## src/rtl/csw_pkg.sv

```systemverilog
package csw_pkg;

    localparam int REG_W = 16;
    localparam int SRC_W = 2;

    localparam int BIT_REQ    = 0;
    localparam int BIT_SRC    = 1;
    localparam int BIT_DITHER = 3;
    localparam int BIT_SEQ    = 4;
    localparam int BIT_FAIL   = 5;
    localparam int BIT_LOCK   = 6;

    typedef struct packed {
        logic             req;
        logic [SRC_W-1:0] src;
        logic             dither;
        logic             seq_en;
    } ctrl_t;

    typedef struct packed {
        logic start;
        logic done;
        logic redundant;
        logic failsafe;
    } sw_evt_t;

    function automatic ctrl_t unpack_ctrl(logic [REG_W-1:0] w);
        ctrl_t c;
        c.req    = w[BIT_REQ];
        c.src    = w[BIT_SRC +: SRC_W];
        c.dither = w[BIT_DITHER];
        c.seq_en = w[BIT_SEQ];
        return c;
    endfunction

    function automatic logic [REG_W-1:0] pack_ctrl(ctrl_t c, logic fail, logic lock);
        logic [REG_W-1:0] w;
        w                  = '0;
        w[BIT_REQ]         = c.req;
        w[BIT_SRC +: SRC_W] = c.src;
        w[BIT_DITHER]      = c.dither;
        w[BIT_SEQ]         = c.seq_en;
        w[BIT_FAIL]        = fail;
        w[BIT_LOCK]        = lock;
        return w;
    endfunction

    function automatic logic req_clear(sw_evt_t e);
        return e.done | e.redundant | e.failsafe;
    endfunction

endpackage

```

## src/rtl/csw_status.sv

```systemverilog
module csw_status (
    input  logic clk,
    input  logic rst,
    input  logic pll_locked,
    input  logic pll_selected,
    input  logic fail_detect,
    input  logic sw_start,
    input  logic sw_fail_clr,
    output logic lock_rd,
    output logic fail_q
);
    logic lock_q;

    always_ff @(posedge clk) begin
        if (rst) begin
            lock_q <= 1'b0;
            fail_q <= 1'b0;
        end else begin
            if (sw_start) lock_q <= 1'b0;
            else          lock_q <= pll_locked;

            if (fail_detect)                   fail_q <= 1'b1;
            else if (sw_start || sw_fail_clr) fail_q <= 1'b0;
        end
    end

    assign lock_rd = lock_q & pll_selected;

    p_lock_start_r5: assert property (@(posedge clk) disable iff (rst)
        sw_start |=> !lock_q);
    p_lock_lost_r5: assert property (@(posedge clk) disable iff (rst)
        !pll_locked |=> !lock_q);
    p_fail_set_r7: assert property (@(posedge clk) disable iff (rst)
        fail_detect |=> fail_q);
    p_fail_clear_src_r6: assert property (@(posedge clk) disable iff (rst)
        $fell(fail_q) |-> $past(sw_start || sw_fail_clr));

endmodule

```

## src/rtl/csw_switch_req.sv

```systemverilog
module csw_switch_req
    import csw_pkg::*;
(
    input  logic    clk,
    input  logic    rst,
    input  logic    wr_ctrl,
    input  ctrl_t   wr_val,
    input  sw_evt_t evt,
    output ctrl_t   ctrl_q
);
    logic clr;
    assign clr = req_clear(evt);

    always_ff @(posedge clk) begin
        if (rst) begin
            ctrl_q <= '0;
        end else begin
            if (wr_ctrl) begin
                ctrl_q.src    <= wr_val.src;
                ctrl_q.dither <= wr_val.dither;
                ctrl_q.seq_en <= wr_val.seq_en;
            end
            if (wr_ctrl && wr_val.req) ctrl_q.req <= 1'b1;
            else if (clr)              ctrl_q.req <= 1'b0;
        end
    end

    p_req_clear_r3: assert property (@(posedge clk) disable iff (rst)
        (clr && !(wr_ctrl && wr_val.req)) |=> !ctrl_q.req);
    p_req_rise_r3: assert property (@(posedge clk) disable iff (rst)
        $rose(ctrl_q.req) |-> $past(wr_ctrl && wr_val.req));
    p_req_setwin_r4: assert property (@(posedge clk) disable iff (rst)
        (wr_ctrl && wr_val.req) |=> ctrl_q.req);

endmodule

```

## src/rtl/csw_trim.sv

```systemverilog
module csw_trim #(
    parameter int TRIM_W = 4,
    parameter int ROLL_W = 3,
    parameter int REG_W  = 16,
    parameter int WORDS  = 2,
    parameter int WSEL_W = 1
) (
    input  logic                      clk,
    input  logic                      rst,
    input  logic                      wr_en,
    input  logic [WSEL_W-1:0]         wr_word,
    input  logic [REG_W-1:0]          wr_data,
    input  logic                      seq_en,
    input  logic [ROLL_W-1:0]         roll_idx,
    output logic [WORDS*REG_W-1:0]    trim_flat,
    output logic [TRIM_W-1:0]         trim_out
);
    logic [ROLL_W-1:0] roll_q;

    always_ff @(posedge clk) begin
        if (rst) begin
            trim_flat <= '0;
            roll_q    <= '0;
        end else begin
            roll_q <= roll_idx;
            for (int k = 0; k < WORDS; k++) begin
                if (wr_en && wr_word == WSEL_W'(k))
                    trim_flat[k*REG_W +: REG_W] <= wr_data;
            end
        end
    end

    always_comb begin
        if (seq_en) trim_out = trim_flat[roll_q*TRIM_W +: TRIM_W];
        else        trim_out = trim_flat[0 +: TRIM_W];
    end

    p_roll_lag_r11: assert property (@(posedge clk) disable iff (rst)
        1'b1 |=> roll_q == $past(roll_idx));

endmodule

```

## src/rtl/csw_ctrl.sv

```systemverilog
module csw_ctrl
    import csw_pkg::*;
#(
    parameter int ADDR_W = 2,
    parameter int TRIM_W = 4,
    parameter int ROLL_W = 3
) (
    input  logic              clk,
    input  logic              rst,
    input  logic              wr_en,
    input  logic [ADDR_W-1:0] wr_addr,
    input  logic [15:0]       wr_data,
    input  logic [ADDR_W-1:0] rd_addr,
    output logic [15:0]       rd_data,
    input  logic              pll_locked,
    input  logic              pll_selected,
    input  logic              fail_detect,
    input  logic              sw_start,
    input  logic              sw_done,
    input  logic              sw_redundant,
    input  logic              sw_failsafe,
    input  logic [ROLL_W-1:0] roll_idx,
    output logic              switch_req,
    output logic [1:0]        next_src,
    output logic              dither_en,
    output logic              clk_fail,
    output logic              lock_status,
    output logic [TRIM_W-1:0] trim_out
);
    localparam int N_TRIM = 1 << ROLL_W;
    localparam int WORDS  = (N_TRIM * TRIM_W) / REG_W;
    localparam int WSEL_W = (WORDS > 1) ? $clog2(WORDS) : 1;

    logic    wr_ctrl, wr_trim, fail_clr;
    logic [WSEL_W-1:0]       trim_word;
    logic [WORDS*REG_W-1:0]  trim_flat;
    ctrl_t   wr_val, ctrl_q;
    sw_evt_t evt;

    assign wr_ctrl   = wr_en && (wr_addr == '0);
    assign wr_trim   = wr_en && (wr_addr != '0) && (wr_addr <= ADDR_W'(WORDS));
    assign trim_word = WSEL_W'(wr_addr - ADDR_W'(1));
    assign wr_val    = unpack_ctrl(wr_data);
    assign fail_clr  = wr_ctrl && !wr_data[BIT_FAIL];
    assign evt       = '{start: sw_start, done: sw_done,
                         redundant: sw_redundant, failsafe: sw_failsafe};

    csw_switch_req u_req (
        .clk    (clk),
        .rst    (rst),
        .wr_ctrl(wr_ctrl),
        .wr_val (wr_val),
        .evt    (evt),
        .ctrl_q (ctrl_q)
    );

    csw_status u_stat (
        .clk         (clk),
        .rst         (rst),
        .pll_locked  (pll_locked),
        .pll_selected(pll_selected),
        .fail_detect (fail_detect),
        .sw_start    (sw_start),
        .sw_fail_clr (fail_clr),
        .lock_rd     (lock_status),
        .fail_q      (clk_fail)
    );

    csw_trim #(
        .TRIM_W(TRIM_W),
        .ROLL_W(ROLL_W),
        .REG_W (REG_W),
        .WORDS (WORDS),
        .WSEL_W(WSEL_W)
    ) u_trim (
        .clk      (clk),
        .rst      (rst),
        .wr_en    (wr_trim),
        .wr_word  (trim_word),
        .wr_data  (wr_data),
        .seq_en   (ctrl_q.seq_en),
        .roll_idx (roll_idx),
        .trim_flat(trim_flat),
        .trim_out (trim_out)
    );

    assign switch_req = ctrl_q.req;
    assign next_src   = ctrl_q.src;
    assign dither_en  = ctrl_q.dither;

    always_comb begin
        rd_data = '0;
        if (rd_addr == '0) rd_data = pack_ctrl(ctrl_q, clk_fail, lock_status);
        for (int k = 0; k < WORDS; k++) begin
            if (rd_addr == ADDR_W'(k + 1)) rd_data = trim_flat[k*REG_W +: REG_W];
        end
    end

    p_lock_gate_r5: assert property (@(posedge clk) disable iff (rst)
        !pll_selected |-> !rd_data[BIT_LOCK] || rd_addr != '0);
    p_src_hold_r2: assert property (@(posedge clk) disable iff (rst)
        !wr_ctrl |=> $stable(next_src));

endmodule

```

## config.mk

```make
export PLATFORM = sky130hd
export DESIGN_NAME = csw_ctrl
export DESIGN_NICKNAME = d
export VERILOG_FILES = /design/src/rtl/csw_pkg.sv /design/src/rtl/csw_status.sv /design/src/rtl/csw_switch_req.sv /design/src/rtl/csw_trim.sv /design/src/rtl/csw_ctrl.sv
export SDC_FILE = /design/constraint.sdc
export NUM_CORES = 1
export LEC_CHECK = 0
export ABC_AREA = 1
export CAP_MARGIN = 0
export CORE_MARGIN = 2
export CORE_UTILIZATION = 30
export CTS_CLUSTER_DIAMETER = 200
export DETAILED_ROUTE_END_ITERATION = 6
export PLACE_DENSITY = 0.54
export SYNTH_ARGS = -nofsm -noshare
export SYNTH_HDL_FRONTEND = slang
export SYNTH_SLANG_ARGS = --single-unit
```

## constraint.sdc

```tcl
create_clock -name clk -period 1.4 [get_ports clk]
set_input_delay 0.14 -clock clk [delete_from_list [all_inputs] [get_ports clk]]
set_output_delay 0.14 -clock clk [all_outputs]
set_load 0.01 [all_outputs]
```

==> summary.txt, run 1 <==
Critical path
  • Reg2Reg Depth: 3
  • Setup CP Type: reg2out
  • Crit Path Max Fanout: 5
  • CP required: ~1.3 ns
  • Reg2reg start: u_trim.trim_flat[24]
  • Worst setup EP type: primary output
  • Worst path slowest cell: dfxtp_4
  • CP most frequent cell: nand3_1
  • Data arrival, critical path: 1.37 ns
  • Type of origin of the critical path: flip-flop
  • R2r endpoint: u_trim.trim_flat[24]
  • Crit path largest cell delay: 0.40 ns
  • Worst path top cell family by delay: flip-flops
  • Worst reg-to-reg setup slack: roughly 0.61 ns
  • WP buf/inv: 2
  • Worst path cell trace: buf_4, nand2_1, nand3_1, nand3_1, nand3_1, nand2_1, buf_2

Cells and area
  • Ant diodes: 0
  • Final instance area: between 3000 and 4000 um^2
  • P&R area growth vs syn: 51.9%
  • Non-filler cells, final: 478
  • Commonest non-fill, non-tap cell in the layout: nand2_1
  • Share of cells above drive strength 1: 25.9%
  • Fillers: between 700 and 800
  • Final #Nets: 430
  • Most frequent cells in the layout: nand2_1 (61), buf_4 (42), inv_1 (41)

Logic synthesis
  • Synth warn: 0
  • Share of the synthesized area in the top cell type: 40.3%
  • Largest area contributor in the netlist: dfxtp_1
  • Sequential element share of the synthesized area: between 40% and 50%
  • Cells after Synth: between 200 and 300
  • Yosys reg bits: 42
  • Yosys cell types: 20
  • Synth top area cells: dfxtp_1 (40%), nand2_1 (11%), inv_1 (7.9%)
  • Synth Area per Inst: 7.01 um^2
  • Syn Nets: 331
  • Cell Area, Synth: 2090 um^2

Drt
  • # DRC: 0
  • Vias per inst: 4.68
  • DR pass1 iterations: 4
  • Wire per inst: 13.2 um
  • Post-DRT Antenna Nets: 0
  • DR vias: 2,237
  • Final wirelength: 6300 um
  • 1st-iter DRT viols: 65

Timing
  • Fmax: 664 MHz
  • Final Cycle Share: 108%
  • Final worst slack: -0.105 ns
  • Tightest Pin Transition: ~0.65 ns
  • Final Hold Vio Count: 0
  • Setup violators final: 4
  • Slew headroom: 56.3%
  • Max-slew violation count: 0
  • Unrepaired setup endpoints after global routing: yes
  • Clock skew: 0 ns
  • Final Critical Period: roughly 1.5 ns

CTS
  • CTS tree: built
  • Setup bufs post-CTS: 0
  • Clock root cell: clkbuf_8
  • CTS Sinks: 42
  • CTS Hold Bufs: 0
  • Clock transition at path regs: ~0.080 ns
  • Max clock buf depth: 2
  • H-tree lvl count: 2
  • Clock latency on the worst-skew pair: 0.30 ns
  • Total CTS buffers: 5

Min path
  • Hold Path End: u_trim.roll_q[0]
  • Hold Path Class: in2reg
  • Hold depth: 3
  • Hold_sp: roll_idx[0]

Power
  • VDD IR max: 574 uV
  • Switching share of power: 26.6%
  • Leak Pwr: 1.45 nW
  • Clock power frac: 33.9%
  • Pwr Density: around 890 nW/um^2
  • P_int: 2.08 mW
  • Net Switching: about 0.76 mW
  • Seq pwr share: 45.1%
  • Logic pwr share: 21.0%

GRT
  • Met1 usage: 22.4%
  • GR met2 Demand/Resource: 29.5%
  • Met3 Use GR: 3.89%
  • GRT Overall Usage: between 10% and 20%
  • Initial antenna violation count: 0
  • GR peak layer: met2
  • First-pass GRT wire length: 10,500 um
  • Largest net degree at the start of global routing: 33
  • Vias in the first global route: 2,221
  • Gr ovfl total: 0

Floorplanning
  • Starting Density: 30.9%
  • Ports: 59
  • Core region area: 6760 um^2
  • Rows: 30
  • Die Area: roughly 7600 um^2
  • Die Ht: between 80 and 90 um
  • Chip width: 87.4 um

Job
  • Max-cap violations: 0

Run status
  • Status: finished, violations left
  • Violated checks: negative setup slack

Placement
  • Port Buf Inserts: between 50 and 60
  • GPL Wtd Cong: 0.811
  • Placed Instances: 468
  • Detailed placement HPWL: 4550 um
  • DP Area: between 3000 and 4000 um^2
==> power groups by stage <==
stage | logic [mW] | registers (mW) | clock network, mW
global placement | 0.599 | 1.31 | 0
global route | 0.660 | 1.29 | 1.05
floorplan | 0.271 | 1.30 | 0
finish | 0.596 | 1.28 | 0.961
CTS | 0.597 | 1.28 | 0.981
detailed placement | 0.604 | 1.31 | 0
==> cell families after synthesis <==
group,Yosys count,share of synthesized area (%)
AO/OA/AOI/OAI,72,23.5
buffers and inverters,61,12.1
flip-flops,42,40.3
AND/OR/NAND/NOR,123,24.1
==> worst max-delay path by stage <==
stage	from	end	cells past startpoint
after floorplan	u_trim.roll_q[0]	trim_out[1]	7
after global placement	rd_addr[0]	rd_data[5]	7
after detailed placement	rd_addr[0]	rd_data[4]	7
after CTS	u_trim.roll_q[0]	trim_out[3]	7
after global routing	u_trim.roll_q[0]	trim_out[3]	7
final	u_trim.roll_q[0]	trim_out[3]	7
==> cell usage after synthesis, drive strengths merged <==
cell and instances:
a211oi 13, nand2 61, nand3 26, inv 45, clkbuf 2, nand3b 2
o22ai 9, o21ai 21, o211ai 3, nor2 33, a21oi 22, dfxtp 42
o221ai 4, buf 14, nor3 1
==> worst min-delay path, delay by kind of cell <==
family / cells / cell delay [ns]
buffers and inverters: 2 / 0.44
AND/OR/NAND/NOR: 1 / 0.03
==> cell type report <==
class                           instances  area, um^2  area share [%]
Timing Repair Buffer                  108         928            29.3
Tap cell                               80         100            3.15
Clock buffer                            5        68.8            2.17
Inverter                               45         171            5.40
Clock inverter                          3        40.0            1.26
Sequential cell                        42         847            26.7
Multi-Input combinational cell        195        1020            32.1
==> state kept, by name (all words and copies together), names as in the netlist <==
signal / cells
u_trim.trim_flat: 32
u_trim.roll_q: 3
u_req.ctrl_q: 5
u_stat.fail_q: 1
u_stat.lock_q: 1
==> metal layers <==
| layer | share of wire (%) | vias to the layer above |
|---|---|---|
| li1 | - | 1176 |
| met3 | 5.3 | 6 |
| met4 | 0.73 | 0 |
| met2 | 47 | 55 |
| met1 | 46 | 1000 |
| met5 | 0 | - |
==> repair_timing <==
action                     4_1_cts  5_1_grt
setup endpoints to repair       21        8
gates cloned                     2        0
pin swaps                        7        5
gates resized for setup         99        8
==> stage by stage <==
stage                     power (mW)  setup TNS (ns)  utilization [%]  hold slack, ns  setup WS, ns
after CTS                       2.86          -0.442             46.6           0.344        -0.121
after detailed placement        1.91           -9.04             45.6           0.498        -0.495
final                           2.84          -0.362             47.0           0.342        -0.105
after global routing            3.00          -0.761             47.0           0.356        -0.215
after global placement          1.91           -8.75             45.6           0.492        -0.470
after floorplan                 1.58               0                -           0.212         0.342
Note: power is estimated with default switching activity, not from simulation.
==> inputs of run 2 (changes only) <==
- CAP_MARGIN: 0 -> unset
- CTS_CLUSTER_DIAMETER: 200 -> 150
==> results of run 2 <==
Final layout, timing and power as in run 1 (identical DEF).
